==> config.mk <==
export PLATFORM = sky130hd
export DESIGN_NAME = ckdiv_gen
export DESIGN_NICKNAME = d
export VERILOG_FILES = /design/src/rtl/ckdiv_pkg.sv /design/src/rtl/ckdiv_src_sel.sv /design/src/rtl/ckdiv_cfg_track.sv /design/src/rtl/ckdiv_phase_acc.sv /design/src/rtl/ckdiv_gen.sv
export SDC_FILE = /design/constraint.sdc
export NUM_CORES = 1
export LEC_CHECK = 0
export BUFFER_PORTS_ARGS = -buffer_cell sky130_fd_sc_hd__buf_2
export CORE_ASPECT_RATIO = 1.1
export CORE_MARGIN = 4
export CORE_UTILIZATION = 54
export CTS_CLUSTER_SIZE = 25
export DETAILED_ROUTE_END_ITERATION = 8
export PLACE_DENSITY = 0.8
export SLEW_MARGIN = 30
export SYNTH_ARGS = -nofsm -noshare
export SYNTH_HDL_FRONTEND = slang
export SYNTH_SLANG_ARGS = --single-unit
==> constraint.sdc <==
create_clock -name clk -period 3.9 [get_ports clk]
set_clock_uncertainty 0.05 [all_clocks]
set_input_delay 0.78 -clock clk [delete_from_list [all_inputs] [get_ports clk]]
set_output_delay 0.78 -clock clk [all_outputs]
set_load 0.02 [all_outputs]
==> src/rtl/ckdiv_pkg.sv <==
// Package: constants and helpers shared by the clock-enable divider.
// Assumes FRAC_BITS never exceeds the field base.
package ckdiv_pkg;
    // Bit where the integer part of the divisor field begins.
    localparam int unsigned INT_FIELD_BASE = 12;

    // Gives a width of at least one bit for zero-width variants.
    function automatic int unsigned at_least_one(input int unsigned v);
        return (v == 0) ? 1 : v;
    endfunction
endpackage

==> src/rtl/ckdiv_src_sel.sv <==
// Module: source strobe selector.
// Picks one strobe from the source vector by index. Index 0 and any index
// at or above NUM_SRC give ground (constant zero).
// Assumes the strobes are already synchronous to the block clock.
module ckdiv_src_sel #(
    parameter int unsigned NUM_SRC = 10,
    parameter int unsigned SEL_W   = 4
) (
    input  logic [NUM_SRC-1:0] src_tick,
    input  logic [SEL_W-1:0]   sel,
    output logic               sel_tick
);
    // Purpose: one-hot compare of the index against every source slot.
    always_comb begin
        sel_tick = 1'b0;
        for (int i = 0; i < NUM_SRC; i++) begin
            if (sel == SEL_W'(i)) begin
                sel_tick = (i == 0) ? 1'b0 : src_tick[i];
            end
        end
    end
endmodule

==> src/rtl/ckdiv_cfg_track.sv <==
// Module: divisor field extraction and change detection.
// Pulls the fixed-point divisor out of the divide word, flags a zero
// divisor, and raises restart for one cycle whenever the source index or
// the divisor differs from the values seen in the previous cycle.
// Assumes configuration inputs are synchronous to clk.
module ckdiv_cfg_track #(
    parameter int unsigned SEL_W     = 4,
    parameter int unsigned WORD_W    = 32,
    parameter int unsigned DVW       = 12,
    parameter int unsigned FIELD_LSB = 8
) (
    input  logic              clk,
    input  logic              rst_n,
    input  logic [SEL_W-1:0]  cfg_src,
    input  logic [WORD_W-1:0] div_word,
    output logic [DVW-1:0]    div_val,
    output logic              div_zero,
    output logic              restart
);
    logic [SEL_W-1:0] prev_src;
    logic [DVW-1:0]   prev_div;

    // Purpose: shift the field down to bit 0 and drop everything above it.
    always_comb begin
        div_val  = DVW'(div_word >> FIELD_LSB);
        div_zero = (div_val == '0);
        restart  = (cfg_src != prev_src) || (div_val != prev_div);
    end

    // Purpose: remember last cycle's configuration for change detection.
    always_ff @(posedge clk) begin
        if (!rst_n) begin
            prev_src <= '0;
            prev_div <= '0;
        end else begin
            prev_src <= cfg_src;
            prev_div <= div_val;
        end
    end
endmodule

==> src/rtl/ckdiv_phase_acc.sv <==
// Module: fractional phase accumulator.
// Each selected strobe adds 2^FRAC_BITS. When the sum reaches the divisor,
// one output strobe is registered and the divisor is subtracted. A divisor
// below 2^FRAC_BITS gives one output per strobe with the phase held at zero.
// Disable, a zero divisor or a restart clears the phase and blocks output.
// Assumes ACC_W = DVW + 1, so the sum cannot overflow.
module ckdiv_phase_acc #(
    parameter int unsigned DVW       = 12,
    parameter int unsigned ACC_W     = 13,
    parameter int unsigned FRAC_BITS = 4
) (
    input  logic             clk,
    input  logic             rst_n,
    input  logic             enable,
    input  logic             tick,
    input  logic             restart,
    input  logic             div_zero,
    input  logic [DVW-1:0]   div_val,
    output logic             pulse,
    output logic [ACC_W-1:0] acc_q
);
    localparam logic [ACC_W-1:0] STEP = ACC_W'(1) << FRAC_BITS;

    logic [ACC_W-1:0] div_ext;
    logic [ACC_W-1:0] sum;
    logic             below_unity;
    logic             reach;

    // Purpose: next phase and threshold compare.
    always_comb begin
        div_ext     = {1'b0, div_val};
        sum         = acc_q + STEP;
        below_unity = (div_ext < STEP);
        reach       = (sum >= div_ext);
    end

    // Purpose: update the phase and register the output strobe.
    always_ff @(posedge clk) begin
        if (!rst_n) begin
            acc_q <= '0;
            pulse <= 1'b0;
        end else if (!enable || div_zero || restart) begin
            acc_q <= '0;
            pulse <= 1'b0;
        end else if (tick) begin
            if (below_unity) begin
                acc_q <= '0;
                pulse <= 1'b1;
            end else if (reach) begin
                acc_q <= sum - div_ext;
                pulse <= 1'b1;
            end else begin
                acc_q <= sum;
                pulse <= 1'b0;
            end
        end else begin
            pulse <= 1'b0;
        end
    end
endmodule

==> src/rtl/ckdiv_gen.sv <==
// Module: source-select fractional clock-enable divider (top).
// Selects a source strobe, divides it by the fixed-point field of div_word
// (integer part from bit 12 upward, FRAC_BITS fraction bits below), and
// registers the result on clk_en_out. With INT_BITS and FRAC_BITS both
// zero the divider is left out and the selected strobe passes through.
// Assumes FRAC_BITS <= 12 and 12 + INT_BITS <= WORD_W.
module ckdiv_gen
    import ckdiv_pkg::*;
#(
    parameter int unsigned NUM_SRC   = 10,
    parameter int unsigned SEL_W     = 4,
    parameter int unsigned WORD_W    = 32,
    parameter int unsigned INT_BITS  = 8,
    parameter int unsigned FRAC_BITS = 4
) (
    input  logic               clk,
    input  logic               rst_n,
    input  logic [NUM_SRC-1:0] src_tick,
    input  logic               cfg_enable,
    input  logic [SEL_W-1:0]   cfg_src,
    input  logic [WORD_W-1:0]  div_word,
    output logic               clk_en_out,
    output logic               busy
);
    localparam int unsigned DIV_BITS  = INT_BITS + FRAC_BITS;
    localparam int unsigned DVW       = at_least_one(DIV_BITS);
    localparam int unsigned ACC_W     = DVW + 1;
    localparam int unsigned FIELD_LSB = INT_FIELD_BASE - FRAC_BITS;

    logic             sel_tick;
    logic [DVW-1:0]   div_val;
    logic             div_zero;
    logic             restart;
    logic [ACC_W-1:0] acc_view;

    ckdiv_src_sel #(
        .NUM_SRC (NUM_SRC),
        .SEL_W   (SEL_W)
    ) u_sel (
        .src_tick (src_tick),
        .sel      (cfg_src),
        .sel_tick (sel_tick)
    );

    ckdiv_cfg_track #(
        .SEL_W     (SEL_W),
        .WORD_W    (WORD_W),
        .DVW       (DVW),
        .FIELD_LSB (FIELD_LSB)
    ) u_cfg (
        .clk      (clk),
        .rst_n    (rst_n),
        .cfg_src  (cfg_src),
        .div_word (div_word),
        .div_val  (div_val),
        .div_zero (div_zero),
        .restart  (restart)
    );

    generate
        if (DIV_BITS == 0) begin : g_pass
            // Purpose: pass-through engine, one output per selected strobe.
            always_ff @(posedge clk) begin
                if (!rst_n) begin
                    clk_en_out <= 1'b0;
                end else begin
                    clk_en_out <= cfg_enable && sel_tick;
                end
            end
            assign acc_view = '0;
        end else begin : g_div
            ckdiv_phase_acc #(
                .DVW       (DVW),
                .ACC_W     (ACC_W),
                .FRAC_BITS (FRAC_BITS)
            ) u_acc (
                .clk      (clk),
                .rst_n    (rst_n),
                .enable   (cfg_enable),
                .tick     (sel_tick),
                .restart  (restart),
                .div_zero (div_zero),
                .div_val  (div_val),
                .pulse    (clk_en_out),
                .acc_q    (acc_view)
            );
        end
    endgenerate

    // Purpose: status bit that follows the enable bit.
    always_ff @(posedge clk) begin
        if (!rst_n) begin
            busy <= 1'b0;
        end else begin
            busy <= cfg_enable;
        end
    end
endmodule

==> results_dict.tcl, run 1 <==
set metrics [dict create \
    status "finished, final reports clean" \
    rsz0062_at_grt "no" \
    dr_total_vias 2062 \
    wire_length_of_the_first_global_routing_pass_um 8690 \
    irDropWorstVdd_mv 0.304 \
    antenna_cells_inserted 0 \
    crit_arrival_ns 3.47 \
    report.final.slew_viol_count 0 \
    ys.flop_type "dfxtp_1" \
    syn_nets 318 \
    die-width_um 68.7 \
    post-cts-setup-buffers 0 \
    tightest_slew_ns 0.798 \
    netlist_area_pre_place_sq_mm 0.00219 \
    timing_hold_violations_final 0 \
    share_of_cells_above_drive_strength_1_pct 15.2 \
    detail_route.drc_violations 0 \
    power_mw 0.738 \
    tritoncts_clock_tree "built" \
    ant_nets 0 \
    pin_count_of_the_biggest_net_entering_global_routing 18 \
    worst_r2r_path_depth 10 \
    final_net_count 352 \
    die_h_um 74.8 \
    cts-buffers-inserted 5 \
    synthesis.area_per_instance_sq_um 8.59 \
    synth_edf_count 0 \
    share_comb_of_total_power_pct 14.2 \
    io-pin-count 51 \
    die_area_sq_mm 0.00514 \
    finalCriticalPeriod_ns 3.31 \
    async_reset_ff_share_pct 0 \
    sequential_power_share_pct 44.7 \
    root_buffer "clkbuf_8" \
    setup_viol 0 \
    pwr-share-clk_pct 41.1 \
    drtPass1Iterations 4 \
    hp-class "flip-flop to flip-flop" \
    insertion_delay_ns 0.28 \
    cts_max_path_buffers 2 \
    ys_ff_latch 31 \
    power.static_leakage_nw 1.09 \
    grt_pass1_vias 1926 \
    p_int_mw 0.560 \
    number_of_sinks_driven_by_the_clock_tree 31 \
    worstPathMaxFanout 10 \
    vias_per_cell 6.05 \
    cts_repair_resize_count 0 \
    critPathLaunchType "flip-flop" \
    drt_first_iter_violations 158 \
    final.period_utilization_pct 85.0 \
    antenna_found_initial 0 \
    dp_hpwl_um 4190 \
    netlist-cell-type-count 50 \
    worst_setup_path_end_kind "flip-flop" \
    row_count 24 \
    core_area_sq_mm 0.00393 \
    overflow 0 \
    setup-tns-final_ns 0 \
    h-tree-depth 2 \
    slew_headroom_pct 45.4 \
    gp_congestion 0.886 \
    min_path_cells 1 \
    routedWlPerCell_um 15.4 \
    fmaxAchievable_mhz 302 \
    crit_required_ns 4.06 \
    maxCapViolations 0 \
    areaGrowthSynthToFinish_pct 14.1 \
    syn-instance-count 255 \
    ys.warnings.count 0 \
    sequential_cell_area_fraction_in_the_yosys_report_pct 28.3 \
    timing.hold.ws_ns 0.423 \
    setup.worst_path.class "flip-flop to flip-flop" \
    numPortBuffers 29 \
    floorplan.initialDensity_pct 55.7 \
    grt_usage_pct 22.6 \
    cellPowerDensity_mw_per_mm2 295 \
    cts.hold.buffers_added 0 \
    postRouteWirelength_um 5270 \
    num-fill-cells 368 \
    switching_power_summed_over_all_nets_mw 0.178 \
    clk_pin_slew_worst_paths_ns 0.07 \
    p_sw_share_pct 24.1 \
]
power by group through the flow:
stage,combinational [mW],sequential (mW),clock (mW)
final,0.105,0.330,0.303
after global routing,0.116,0.330,0.320
after CTS,0.104,0.330,0.304
after detailed placement,0.103,0.337,0
after global placement,0.101,0.336,0
after floorplan,0.0649,0.337,0
sequential cells by signal (all words and copies together) (netlist names):
| signal | cells |
|---|---|
| g_div.u_acc.acc_q | 13 |
| u_cfg.prev_div | 12 |
| u_cfg.prev_src | 4 |
| busy | 1 |
| g_div.u_acc.pulse | 1 |
area by class of cell:
cell class | count | area (sq um) | share of cell area [%]
multi-input combinational | 202 | 1490 | 59.5
timing repair buffer | 30 | 153 | 6.11
sequential | 31 | 621 | 24.8
clock inverter | 1 | 30.0 | 1.20
tap | 52 | 65.1 | 2.60
clock buffer | 6 | 72.6 | 2.90
inverter | 19 | 71.3 | 2.85
placed cells by master, fill, tap and decap left out, types with 2 or more instances in the layout:
cell | synthesis | final
a32o_1 | 2 | 2
o21a_1 | 8 | 8
and3_1 | 5 | 5
nand2_1 | 19 | 19
mux2i_1 | 6 | 6
nor3_1 | 10 | 10
o2bb2ai_1 | 3 | 3
nand3_1 | 6 | 6
nor4b_1 | 2 | 2
nor2_1 | 14 | 14
a21o_1 | 2 | 2
buf_2 | 0 | 29
and2_1 | 18 | 18
o41ai_1 | 2 | 2
xor2_1 | 18 | 18
ha_1 | 13 | 13
o22ai_1 | 3 | 3
dfxtp_1 | 31 | 31
nand4_1 | 7 | 7
or4_1 | 2 | 2
clkbuf_8 | 0 | 5
inv_1 | 19 | 19
a21oi_1 | 7 | 7
nor4_1 | 8 | 8
o211ai_1 | 2 | 2
o21ai_0 | 9 | 9
xnor2_1 | 9 | 9
nand2b_1 | 3 | 3
o31ai_1 | 2 | 2
synth_stat cells, drive strengths merged, types with 2 or more instances:
library cell	count	area, sq um
nand3	7	40.0
o21ai	10	50.0
nor3	10	50.1
a21oi	7	35.0
o21a	8	60.1
o41ai	2	17.5
nand4	7	43.8
or4	2	15.0
nor4	10	83.8
inv	19	71.3
nor2	14	52.6
and2	18	113
and3	5	31.3
nand2b	3	18.8
dfxtp	31	621
o2bb2ai	3	26.3
o211ai	2	15.0
nand2	19	71.3
xor2	18	158
ha	13	163
o31ai	2	15.0
nor4b	3	41.3
clkbuf	3	11.3
a21o	2	15.0
a32o	2	20.0
xnor2	9	78.8
mux2i	6	60.1
o22ai	3	18.8
per-stage QoR:
| stage | util, % | instances | area, sq um | setup WS, ns |
|---|---|---|---|---|
| 2_1_floorplan | - | 255 | 2190 | 1.09 |
| 6_report | 63.5 | 341 | 2500 | 0.586 |
| 3_5_place_dp | 60.9 | 334 | 2400 | 0.672 |
| 4_1_cts | 63.5 | 341 | 2500 | 0.651 |
| 5_1_grt | 63.5 | 341 | 2500 | 0.403 |
| 3_3_place_gp | 60.9 | 334 | 2400 | 0.672 |
metal layers:
layer  part of all wire (%)  up-vias  track usage (%)
met4                    1.7        0             7.14
met1                     43      981             27.4
met3                    5.1       15             5.07
met5                      0        -                0
met2                     50       63             39.4
li1                       -     1003                -
worst max-delay path, cell delays in order (launching register included):
cell and delay, ns:
dfxtp_1 0.45, and3_1 0.25, nand3_1 0.20, xnor2_1 0.18, ha_1 0.47, nand3_1 0.23
nor4_1 0.55, nor4_2 0.15, nand3_2 0.24, nand2_1 0.21, o31ai_1 0.26
worst paths after layout:
path | to | slack (ns) | start
worst max-delay path | g_div.u_acc.acc_q[12]$_SDFFE_PP0P_ | 0.59 | g_div.u_acc.acc_q[6]$_SDFFE_PP0P_
worst min-delay path | g_div.u_acc.acc_q[0]$_SDFFE_PP0P_ | 0.42 | g_div.u_acc.acc_q[0]$_SDFFE_PP0P_
worst max register to register | g_div.u_acc.acc_q[12]$_SDFFE_PP0P_ | 0.59 | g_div.u_acc.acc_q[6]$_SDFFE_PP0P_
worst min register to register | g_div.u_acc.acc_q[0]$_SDFFE_PP0P_ | 0.42 | g_div.u_acc.acc_q[0]$_SDFFE_PP0P_
cells by family (layout without fill, tap and decap cells):
group | count (synthesis) | after routing | share of synthesized area [%]
AOI/OAI and AO/OA | 52 | 52 | 17.8
DFF | 31 | 31 | 28.3
xor gates and xnor gates | 27 | 27 | 10.8
and+or+nand+nor | 101 | 101 | 26.6
adders and majority gates | 14 | 14 | 8.34
muxes | 8 | 8 | 4.45
buffers and inverters | 22 | 56 | 3.77
(Power assumes the default switching activity.)
==> inputs of run 2 (changes only) <==
==> constraint.sdc (replaced) <==
create_clock -name clk -period 3.1 [get_ports clk]
set_clock_uncertainty 0.05 [all_clocks]
set_input_delay 0.62 -clock clk [delete_from_list [all_inputs] [get_ports clk]]
set_output_delay 0.62 -clock clk [all_outputs]
set_load 0.02 [all_outputs]
==> run 2 against run 1 <==
Routed wire length rose by 7.6%. Critical path depth rose by 1. Global-route usage rose by 2.5 points. Clock-buffer cell count rose by 1. Non-clock buffer count rose by 20. Via count rose by 2.2%. Critical path type unchanged. Highest routed layer unchanged. Critical endpoint is now g_div.u_acc.acc_q[6]$_SDFFE_PP0P_.
==> results_dict.tcl, run 2 (synthesis gave the netlist of run 1 again) <==
set metrics [dict create \
    dp_hpwl_um 4330 \
    grt_usage_pct 25.1 \
    drtPass1Iterations 4 \
    critPathLaunchType "flip-flop" \
    routedWlPerCell_um 15.7 \
    areaGrowthSynthToFinish_pct 22.0 \
    cts_max_path_buffers 2 \
    cellPowerDensity_mw_per_mm2 342 \
    clk_pin_slew_worst_paths_ns 0.07 \
    io-pin-count 51 \
    finalCriticalPeriod_ns 2.96 \
    dr_total_vias 2107 \
    drt_first_iter_violations 228 \
    setup_viol 0 \
    h-tree-depth 2 \
    cts-buffers-inserted 5 \
    power_mw 0.915 \
    wire_length_of_the_first_global_routing_pass_um 9640 \
    die_h_um 74.8 \
    final_core_util_pct 67.9 \
    root_buffer "clkbuf_8" \
    final.setup.worst_slack_ns 0.141 \
    fmaxAchievable_mhz 338 \
    power.static_leakage_nw 1.20 \
    timing_hold_violations_final 0 \
    setup.worst_path.class "flip-flop to flip-flop" \
    floorplan.initialDensity_pct 55.7 \
    antenna_cells_inserted 0 \
    place_inst 354 \
    crit_arrival_ns 3.12 \
    die-width_um 68.7 \
    grt_pass1_vias 2143 \
    hp-class "flip-flop to flip-flop" \
    irDropWorstVdd_mv 0.385 \
    die_area_sq_mm 0.00514 \
    detail_route.drc_violations 0 \
    min_path_cells 1 \
    layout_common_cells "31 x dfxtp_1, 29 x buf_2, 21 x buf_4, 19 x inv_1, 19 x nand2_1" \
    row_count 24 \
    status "finished, final reports clean" \
    tritoncts_clock_tree "built" \
    core_area_sq_mm 0.00393 \
    final.period_utilization_pct 95.4 \
    final_cells 362 \
    report.final.slew_viol_count 0 \
    crit_required_ns 3.26 \
    gp_congestion 0.872 \
    worst_setup_path_end_kind "flip-flop" \
    mostFrequentLayoutCell "dfxtp_1" \
    number_of_sinks_driven_by_the_clock_tree 31 \
    worst_r2r_path_depth 11 \
    tightest_slew_ns 0.745 \
    place_worst_setup_slack_ns 0.0703 \
    maxCapViolations 0 \
    pin_count_of_the_biggest_net_entering_global_routing 18 \
    insertion_delay_ns 0.29 \
    antenna_found_initial 0 \
    slew_headroom_pct 49.0 \
    reg.largest.list "g_div.u_acc.acc_q: 13 flops, u_cfg.prev_div: 12 flops, u_cfg.prev_src: 4 flops" \
    vias_per_cell 5.82 \
    cts.hold.buffers_added 0 \
    ant_nets 0 \
    overflow 0 \
    registers.top_by_ff_count "g_div.u_acc.acc_q" \
    worstPathMaxFanout 6 \
    numPortBuffers 29 \
    final_net_count 372 \
    timing.hold.ws_ns 0.417 \
    number_of_flip_flops_under_the_largest_register_name 13 \
    postRouteWirelength_um 5670 \
    share_of_cells_above_drive_strength_1_pct 22.6 \
]
-- run 2: cell count changes in the layout (fill, tap and decap cells not counted), moves of 2 or more --
cell and change:
ha_2 +2, clkbuf_8 +2, buf_4 +20, ha_1 -2
-- run 2: worst paths after layout --
check,startpoint,end,slack (ns)
max reg2reg,g_div.u_acc.acc_q[4]$_SDFFE_PP0P_,g_div.u_acc.acc_q[6]$_SDFFE_PP0P_,0.14
max,g_div.u_acc.acc_q[4]$_SDFFE_PP0P_,g_div.u_acc.acc_q[6]$_SDFFE_PP0P_,0.14
min,g_div.u_acc.acc_q[3]$_SDFFE_PP0P_,g_div.u_acc.acc_q[3]$_SDFFE_PP0P_,0.42
min reg2reg,g_div.u_acc.acc_q[3]$_SDFFE_PP0P_,g_div.u_acc.acc_q[3]$_SDFFE_PP0P_,0.42
-- run 2: routing by layer --
| layer | vias up | GRT usage, % | share of wire, % |
|---|---|---|---|
| li1 | 1040 | - | - |
| met5 | - | 0 | 0 |
| met3 | 13 | 5.52 | 5.8 |
| met2 | 62 | 43.2 | 51 |
| met4 | 0 | 9.74 | 1.8 |
| met1 | 992 | 30.2 | 41 |
-- run 2: report_power, final --
group / internal (mW) / leakage [nW] / total (mW) / switching [mW]
Combinational: 0.0655 / 0.893 / 0.140 / 0.0742
Clock: 0.202 / 0.0505 / 0.361 / 0.159
Sequential: 0.410 / 0.254 / 0.415 / 0.00478
Total: 0.677 / 1.20 / 0.915 / 0.238
-- run 2: critical path, cell delays in order, from the launching register on --
cell	delay [ns]
dfxtp_1	0.42
ha_2	0.26
nand3_1	0.14
xnor2_1	0.18
ha_2	0.39
nand3_1	0.13
buf_4	0.16
nor4_1	0.30
o21ai_2	0.18
and3_1	0.25
o31a_1	0.30
o22ai_1	0.14
-- run 2: repair_timing --
action                     in CTS  in global routing
gates resized for setup         1                  4
setup endpoints to repair       4                 12
buffers inserted                0                  0
-- run 2: area by class of cell --
type / count / area (sq um)
Multi-Input combinational cell: 202 / 1510
Tap cell: 52 / 65.1
Timing Repair Buffer: 50 / 303
Sequential cell: 31 / 621
Clock inverter: 1 / 7.51
Fill cell: 314 / 1260
Clock buffer: 7 / 96.3
Inverter: 19 / 71.3
-- run 2: stage by stage --
step	TNS (ns)	area (sq um)
5_1_grt	-0.00918	2670
4_1_cts	0	2660
3_5_place_dp	0	2550
2_1_floorplan	0	2190
3_3_place_gp	0	2550
6_report	0	2670
